### src/rtl/gpio_bank_pkg.sv
package gpio_bank_pkg;
    localparam int ADDR_W      = 13;
    localparam int DATA_W      = 32;
    localparam int SYNC_STAGES = 2;
    localparam int IDX_W       = 8;

    localparam int OE_BIT  = 9;
    localparam int OUT_BIT = 1;
    localparam int IN_BIT  = 0;

    localparam int IC_IEN  = 0;
    localparam int IC_POL  = 1;
    localparam int IC_EDGE = 2;
    localparam int IC_RAW  = 3;
    localparam int IC_W    = 4;

    localparam int ROUTE_W = 3;
    localparam logic [ROUTE_W-1:0] ROUTE_PROC = 3'd4;
    localparam logic [ROUTE_W-1:0] ROUTE_NONE = 3'd7;

    typedef enum logic [1:0] {
        SEL_CFG  = 2'd0,
        SEL_IO   = 2'd1,
        SEL_ICFG = 2'd2,
        SEL_STAT = 2'd3
    } reg_sel_e;

    typedef enum logic {
        ST_CLEAR   = 1'b0,
        ST_PENDING = 1'b1
    } stat_state_e;
endpackage

### src/rtl/gpio_bank_sync.sv
module gpio_bank_sync #(
    parameter int STAGES = 2
) (
    input  logic clk,
    input  logic rst_n,
    input  logic d,
    output logic q
);
    logic [STAGES-1:0] chain;

    always_ff @(posedge clk or negedge rst_n) begin
        if (!rst_n) chain <= '0;
        else        chain <= {chain[STAGES-2:0], d};
    end

    assign q = chain[STAGES-1];
endmodule

### src/rtl/gpio_bank_pin.sv
module gpio_bank_pin
    import gpio_bank_pkg::*;
(
    input  logic               clk,
    input  logic               rst_n,
    input  logic               pin_in,
    input  logic [DATA_W-1:0]  wdata,
    input  logic               wr_cfg,
    input  logic               wr_io,
    input  logic               wr_icfg,
    input  logic               wr_stat,
    input  logic               wr_route,
    output logic               oe,
    output logic               out_val,
    output logic               in_sync,
    output logic [IC_W-1:0]    icfg,
    output logic [ROUTE_W-1:0] route,
    output logic               stat,
    output logic               stat_clr,
    output logic               irq
);
    logic        prev_q;
    logic        rise, fall, trig, catch_now;
    stat_state_e state_q, state_d;
    logic        unused_wdata;

    assign unused_wdata = ^{wdata[DATA_W-1:OE_BIT+1], wdata[OE_BIT-1:IC_W]};

    gpio_bank_sync #(.STAGES(SYNC_STAGES)) u_sync (
        .clk   (clk),
        .rst_n (rst_n),
        .d     (pin_in),
        .q     (in_sync)
    );

    // software-visible per-pin registers
    always_ff @(posedge clk or negedge rst_n) begin
        if (!rst_n) begin
            oe      <= 1'b0;
            out_val <= 1'b0;
            icfg    <= '0;
            route   <= ROUTE_NONE;
        end else begin
            if (wr_cfg)   oe      <= wdata[OE_BIT];
            if (wr_io)    out_val <= wdata[OUT_BIT];
            if (wr_icfg)  icfg    <= wdata[IC_W-1:0];
            if (wr_route) route   <= wdata[ROUTE_W-1:0];
        end
    end

    // previous synchronized level for edge comparison
    always_ff @(posedge clk or negedge rst_n) begin
        if (!rst_n) prev_q <= 1'b0;
        else        prev_q <= in_sync;
    end

    assign rise = in_sync & ~prev_q;
    assign fall = ~in_sync & prev_q;

    always_comb begin
        if (icfg[IC_EDGE]) trig = icfg[IC_POL] ? rise : fall;
        else               trig = icfg[IC_POL] ? in_sync : ~in_sync;
    end

    assign stat_clr  = wr_stat & wdata[0];
    assign catch_now = icfg[IC_RAW] & trig & ~stat_clr;

    // status state register
    always_ff @(posedge clk or negedge rst_n) begin
        if (!rst_n) state_q <= ST_CLEAR;
        else        state_q <= state_d;
    end

    // next state: CATCH, ACK, HOLD
    always_comb begin
        state_d = state_q;
        unique case (state_q)
            ST_CLEAR:   if (catch_now) state_d = ST_PENDING;
            ST_PENDING: if (stat_clr)  state_d = ST_CLEAR;
            default:    state_d = ST_CLEAR;
        endcase
    end

    // outputs of the status machine
    always_comb begin
        stat = (state_q == ST_PENDING);
        irq  = icfg[IC_IEN] & (stat | (trig & ~icfg[IC_RAW]));
    end
endmodule

### src/rtl/gpio_bank_regif.sv
module gpio_bank_regif
    import gpio_bank_pkg::*;
#(
    parameter int NPINS = 8
) (
    input  logic                            clk,
    input  logic                            rst_n,
    input  logic [ADDR_W-1:0]               addr,
    input  logic                            wr_en,
    input  logic                            rd_en,
    input  logic [NPINS-1:0]                oe_vec,
    input  logic [NPINS-1:0]                out_vec,
    input  logic [NPINS-1:0]                in_vec,
    input  logic [NPINS-1:0][IC_W-1:0]      icfg_vec,
    input  logic [NPINS-1:0]                stat_vec,
    input  logic [NPINS-1:0][ROUTE_W-1:0]   route_vec,
    output logic [NPINS-1:0]                wr_cfg,
    output logic [NPINS-1:0]                wr_io,
    output logic [NPINS-1:0]                wr_icfg,
    output logic [NPINS-1:0]                wr_stat,
    output logic [NPINS-1:0]                wr_route,
    output logic [DATA_W-1:0]               rdata
);
    logic             pin_area, rt_area;
    logic [IDX_W-1:0] pin_idx, rt_idx;
    reg_sel_e         sel;
    logic [DATA_W-1:0] rd_next;
    logic             unused_addr;

    assign unused_addr = ^addr[1:0];
    assign pin_area    = addr[12];
    assign rt_area     = (addr[12:10] == 3'b001);
    assign pin_idx     = addr[11:4];
    assign rt_idx      = addr[9:2];
    assign sel         = reg_sel_e'(addr[3:2]);

    for (genvar i = 0; i < NPINS; i++) begin : g_dec
        logic hit_pin, hit_rt;
        assign hit_pin     = wr_en & pin_area & (pin_idx == IDX_W'(i));
        assign hit_rt      = wr_en & rt_area  & (rt_idx  == IDX_W'(i));
        assign wr_cfg[i]   = hit_pin & (sel == SEL_CFG);
        assign wr_io[i]    = hit_pin & (sel == SEL_IO);
        assign wr_icfg[i]  = hit_pin & (sel == SEL_ICFG);
        assign wr_stat[i]  = hit_pin & (sel == SEL_STAT);
        assign wr_route[i] = hit_rt;
    end

    always_comb begin
        rd_next = '0;
        for (int i = 0; i < NPINS; i++) begin
            if (pin_area && pin_idx == IDX_W'(i)) begin
                unique case (sel)
                    SEL_CFG:  rd_next[OE_BIT] = oe_vec[i];
                    SEL_IO:   begin
                        rd_next[IN_BIT]  = in_vec[i];
                        rd_next[OUT_BIT] = out_vec[i];
                    end
                    SEL_ICFG: rd_next[IC_W-1:0] = icfg_vec[i];
                    SEL_STAT: rd_next[0] = stat_vec[i];
                    default:  rd_next = '0;
                endcase
            end
            if (rt_area && rt_idx == IDX_W'(i))
                rd_next[ROUTE_W-1:0] = route_vec[i];
        end
    end

    always_ff @(posedge clk or negedge rst_n) begin
        if (!rst_n)     rdata <= '0;
        else if (rd_en) rdata <= rd_next;
    end
endmodule

### src/rtl/gpio_bank.sv
module gpio_bank
    import gpio_bank_pkg::*;
#(
    parameter int NPINS = 8
) (
    input  logic              clk,
    input  logic              rst_n,
    input  logic [ADDR_W-1:0] bus_addr,
    input  logic              bus_wr,
    input  logic              bus_rd,
    input  logic [DATA_W-1:0] bus_wdata,
    output logic [DATA_W-1:0] bus_rdata,
    input  logic [NPINS-1:0]  pin_in,
    output logic [NPINS-1:0]  pin_out,
    output logic [NPINS-1:0]  pin_oe,
    output logic              irq_summary
);
    logic [NPINS-1:0]              wr_cfg, wr_io, wr_icfg, wr_stat, wr_route;
    logic [NPINS-1:0]              in_vec, stat_vec, clr_vec, irq_vec;
    logic [NPINS-1:0]              raw_vec, routed_en, to_proc;
    logic [NPINS-1:0][IC_W-1:0]    icfg_vec;
    logic [NPINS-1:0][ROUTE_W-1:0] route_vec;

    gpio_bank_regif #(.NPINS(NPINS)) u_regif (
        .clk       (clk),
        .rst_n     (rst_n),
        .addr      (bus_addr),
        .wr_en     (bus_wr),
        .rd_en     (bus_rd),
        .oe_vec    (pin_oe),
        .out_vec   (pin_out),
        .in_vec    (in_vec),
        .icfg_vec  (icfg_vec),
        .stat_vec  (stat_vec),
        .route_vec (route_vec),
        .wr_cfg    (wr_cfg),
        .wr_io     (wr_io),
        .wr_icfg   (wr_icfg),
        .wr_stat   (wr_stat),
        .wr_route  (wr_route),
        .rdata     (bus_rdata)
    );

    for (genvar i = 0; i < NPINS; i++) begin : g_pin
        gpio_bank_pin u_pin (
            .clk      (clk),
            .rst_n    (rst_n),
            .pin_in   (pin_in[i]),
            .wdata    (bus_wdata),
            .wr_cfg   (wr_cfg[i]),
            .wr_io    (wr_io[i]),
            .wr_icfg  (wr_icfg[i]),
            .wr_stat  (wr_stat[i]),
            .wr_route (wr_route[i]),
            .oe       (pin_oe[i]),
            .out_val  (pin_out[i]),
            .in_sync  (in_vec[i]),
            .icfg     (icfg_vec[i]),
            .route    (route_vec[i]),
            .stat     (stat_vec[i]),
            .stat_clr (clr_vec[i]),
            .irq      (irq_vec[i])
        );
        assign raw_vec[i]   = icfg_vec[i][IC_RAW];
        assign to_proc[i]   = (route_vec[i] == ROUTE_PROC);
        assign routed_en[i] = icfg_vec[i][IC_IEN] & to_proc[i];
    end

    always_ff @(posedge clk or negedge rst_n) begin
        if (!rst_n) irq_summary <= 1'b0;
        else        irq_summary <= |(irq_vec & to_proc);
    end
endmodule

### config.mk
export PLATFORM = sky130hd
export DESIGN_NAME = gpio_bank
export DESIGN_NICKNAME = d
export VERILOG_FILES = /design/src/rtl/gpio_bank_pkg.sv /design/src/rtl/gpio_bank_sync.sv /design/src/rtl/gpio_bank_pin.sv /design/src/rtl/gpio_bank_regif.sv /design/src/rtl/gpio_bank.sv
export SDC_FILE = /design/constraint.sdc
export NUM_CORES = 1
export LEC_CHECK = 0
export BUFFER_PORTS_ARGS = -buffer_cell sky130_fd_sc_hd__clkbuf_2
export CAP_MARGIN = 20
export CORE_MARGIN = 2
export CORE_UTILIZATION = 51
export DETAILED_ROUTE_END_ITERATION = 12
export GPL_TIMING_DRIVEN = 0
export PLACE_DENSITY_LB_ADDON = 0.15
export SETUP_SLACK_MARGIN = 0.02
export SKIP_CTS_REPAIR_TIMING = 1
export SLEW_MARGIN = 5
export SYNTH_ARGS = -nofsm -noshare
export SYNTH_HDL_FRONTEND = slang
export SYNTH_SLANG_ARGS = --single-unit
export TNS_END_PERCENT = 1
### constraint.sdc
create_clock -name clk -period 1.39 [get_ports clk]
set_input_delay 0.417 -clock clk [delete_from_list [all_inputs] [get_ports clk]]
set_output_delay 0.417 -clock clk [all_outputs]
set_load 0.03 [all_outputs]
==> summary.md <==
| Metric | Value |
|---|---|
| Status | complete, but fails checks |
| Failing checks | setup timing |
| Yosys warning count | 0 |
| WL per Instance | 23.0 um |
| CP max-delay cell | or4_4 |
| Multi-input gate area | 0.00287 sq mm |
| Final WL | 18300 um |
| Leak | 3.20 nW |
| Share of cells above drive strength 1 | 42.0% |
| Io pins | 106 |
| Clk pin slew, worst setup/hold paths | 70 ps |
| Endpoints failing setup | 102 |
| Max cap viols | 0 |
| Fraction of registers with async set/reset | 100% |
| Final Hold Viols | 0 |
| Final Cycle Share | 159% |
| Largest fanout on the critical path | 10 |
| Critical path class | in2reg |
| Buf/Inv on CP | 3 |
| Setup TNS | -42820 ps |
| Synthesized flop and latch total | 110 |
| Die Wd | 111 um |
| Hold WC Path Type | in2reg |
| Vias in the first global route | 4692 |
| Initial antenna violation count | 0 |
| Remaining Overflow, GRT | 0 |
| PD cells | 980 mW/mm^2 |
| Fill count | 931 |
| Final RePlAce weighted congestion | 0.974 |
| RSZ-0062 raised after global routing | true |
| Row cnt | 39 |
| Relative slew slack | 42.6% |
| Average size of a mapped cell | 10.4 sq um |
| Router iterations before antenna repair | 7 |
| HPWL after DPL | 12800 um |
| Top cell type's share of synthesized area | 36.9% |
| Core Util, Final | 64.4% |
| Most frequent cells in the layout | dfrtp_1, mux2_2, buf_6 |
| Initial DRC count | 373 |
| Core Region | 0.0113 sq mm |
| Delay-heaviest family, CP | simple AND/OR/NAND/NOR gates |
| First-pass GRT wire length | 27700 um |
| Minimum clock period | 2210 ps |
| Htree depth | 3 |
| Die Ht | 111 um |
| Largest net degree at the start of global routing | 111 |
| PortBufs | 49 |
| Ys flop type | dfrtp_1 |
| Drc violations | 0 |
| Crit-path cells | buf_6 > or4_4 > buf_12 > or2_1 > buf_6 > or3_1 > a21oi_2 > o32ai_2 > a21oi_2 > o21ai_1 |
| Top post-synthesis cells by area | dfrtp_1, mux2_2, dfstp_2 |
| EDFF count, synth | 0 |
| Die area | 0.0123 sq mm |
| FF+latch area | 0.00278 sq mm |
| Cells after Synth | 558 |
| Final number of max-transition violations | 0 |
| Synth area leader | dfrtp_1 |
| Commonest non-fill, non-tap cell in the layout | dfrtp_1 |
| Nets | 712 |
| Cell Area, Synth | 0.00582 sq mm |
| Total Routing Usage GR | 30.0% |
| Distinct cell type count after synthesis | 59 |
| Clock sinks | 110 |
| Startpoint types | primary input |
| Clock buffer depth | 2 |
| Initial Util | 51.7% |
| Total CTS buffers | 9 |
| Setup crit end kind | register |
| Vias | 4859 |
| Least-Margin Pin Slew | 860 ps |
| Crit-path max cell delay | 540 ps |
| Setup ws final | -823 ps |
| Max frequency | 452 MHz |
| TritonCTS clock tree | yes |
| CP Data Required Time | 1630 ps |
| Antenna Nets Post-Route | 0 |
| Final Skew | 9.02 ps |
| Worst skew pair latency | 360 ps |
| Area Overhead vs Synth | 24.7% |
| Clock root buffer | clkbuf_16 |
| ANT cells | 0 |
| Routed vias/inst | 6.09 |
| Peak VDD IR | 1.03 mV |
| Register area share after synthesis | 47.8% |
| Critical Path AT | 2450 ps |
[logic make-up (layout without fill, tap and decap cells)]
| kind of cell | Yosys count | in the layout | synth area share [%] |
|---|---|---|---|
| compound gates | 113 | 113 | 12.9 |
| other cells | 1 | 27 | 0.0644 |
| buf+inv | 86 | 157 | 8.57 |
| flops | 110 | 110 | 47.8 |
| fa+ha+maj | 5 | 5 | 1.07 |
| simple gates | 171 | 171 | 15.6 |
| mux | 72 | 72 | 14.0 |
[state kept, by name (all words and copies together) (netlist names)]
signal and count:
u_regif.rdata 5, g_pin.u_pin.route 24, g_pin.u_pin.out_val 8, g_pin.u_pin.stat 8
g_pin.u_pin.prev_q 8, g_pin.u_pin.icfg 32, irq_summary 1, g_pin.u_pin.u_sync.chain 16
g_pin.u_pin.oe 8
[where the power goes]
group          leakage, nW  internal [mW]  switching (mW)
sequential            1.33           3.27          0.0491
clock                0.174           1.83            1.22
combinational         1.70          0.231           0.521
[area by class of cell]
type | instances | share of cell area (%)
multi-input combinational | 388 | 39.5
sequential | 110 | 38.3
buffer | 70 | 8.01
timing repair buffer | 56 | 5.98
clock buffer | 10 | 3.29
tap | 143 | 2.46
clock inverter | 6 | 1.60
inverter | 15 | 0.775
[per-layer routing]
layer / share of wire, % / wire (um) / GRT usage (%) / vias up
met5: 0 / 0 / 0 / -
met4: 3.3 / 613 / 14.3 / 0
met3: 6.9 / 1270 / 7.71 / 46
met2: 47 / 8630 / 45.1 / 234
met1: 43 / 7810 / 40.8 / 2426
li1: - / - / - / 2153
[worst reg2reg max path, cell delays in order (launching register included)]
cell	delay [ps]
dfrtp_1	410
a221o_1	380
o21ai_0	90
a31oi_1	150
and4_1	240
a221oi_2	310
a221oi_2	120
[cell usage after synthesis (all sizes together) (13+ instances only)]
cell type / number
dfrtp: 86
mux2: 68
buf: 56
nand2: 43
nor2: 32
a21oi: 30
nand3: 28
dfstp: 24
o21ai: 19
nor3: 18
clkbuf: 15
inv: 14
nor2b: 13
[metrics by stage]
step	cell area, sq um	hold WS (ps)	std cells	power [mW]	setup WS, ps
3_5_place_dp	6370	339	776	4.04	-1900
3_3_place_gp	6360	332	776	4.03	-1910
5_1_grt	7260	144	798	7.36	-842
4_1_cts	6730	147	792	7.07	-1530
6_report	7260	155	798	7.11	-823
2_1_floorplan	5940	121	584	3.75	-835
[worst paths after layout]
check	startpoint	endpoint	slack (ps)	cells past startpoint
max reg2reg	g_pin[6].u_pin.icfg[1]	u_regif.rdata[1]	-430	6
max	bus_addr[7]	u_regif.rdata[2]	-820	10
min reg2reg	g_pin[0].u_pin.u_sync.chain[0]	g_pin[0].u_pin.u_sync.chain[1]	350	0
min	pin_in[3]	g_pin[3].u_pin.u_sync.chain[0]	150	1
min in group asynchronous	rst_n	g_pin[7].u_pin.icfg[2]	170	1
max in group asynchronous	rst_n	g_pin[1].u_pin.prev_q	640	1
Note: power is estimated with default switching activity, not from simulation.
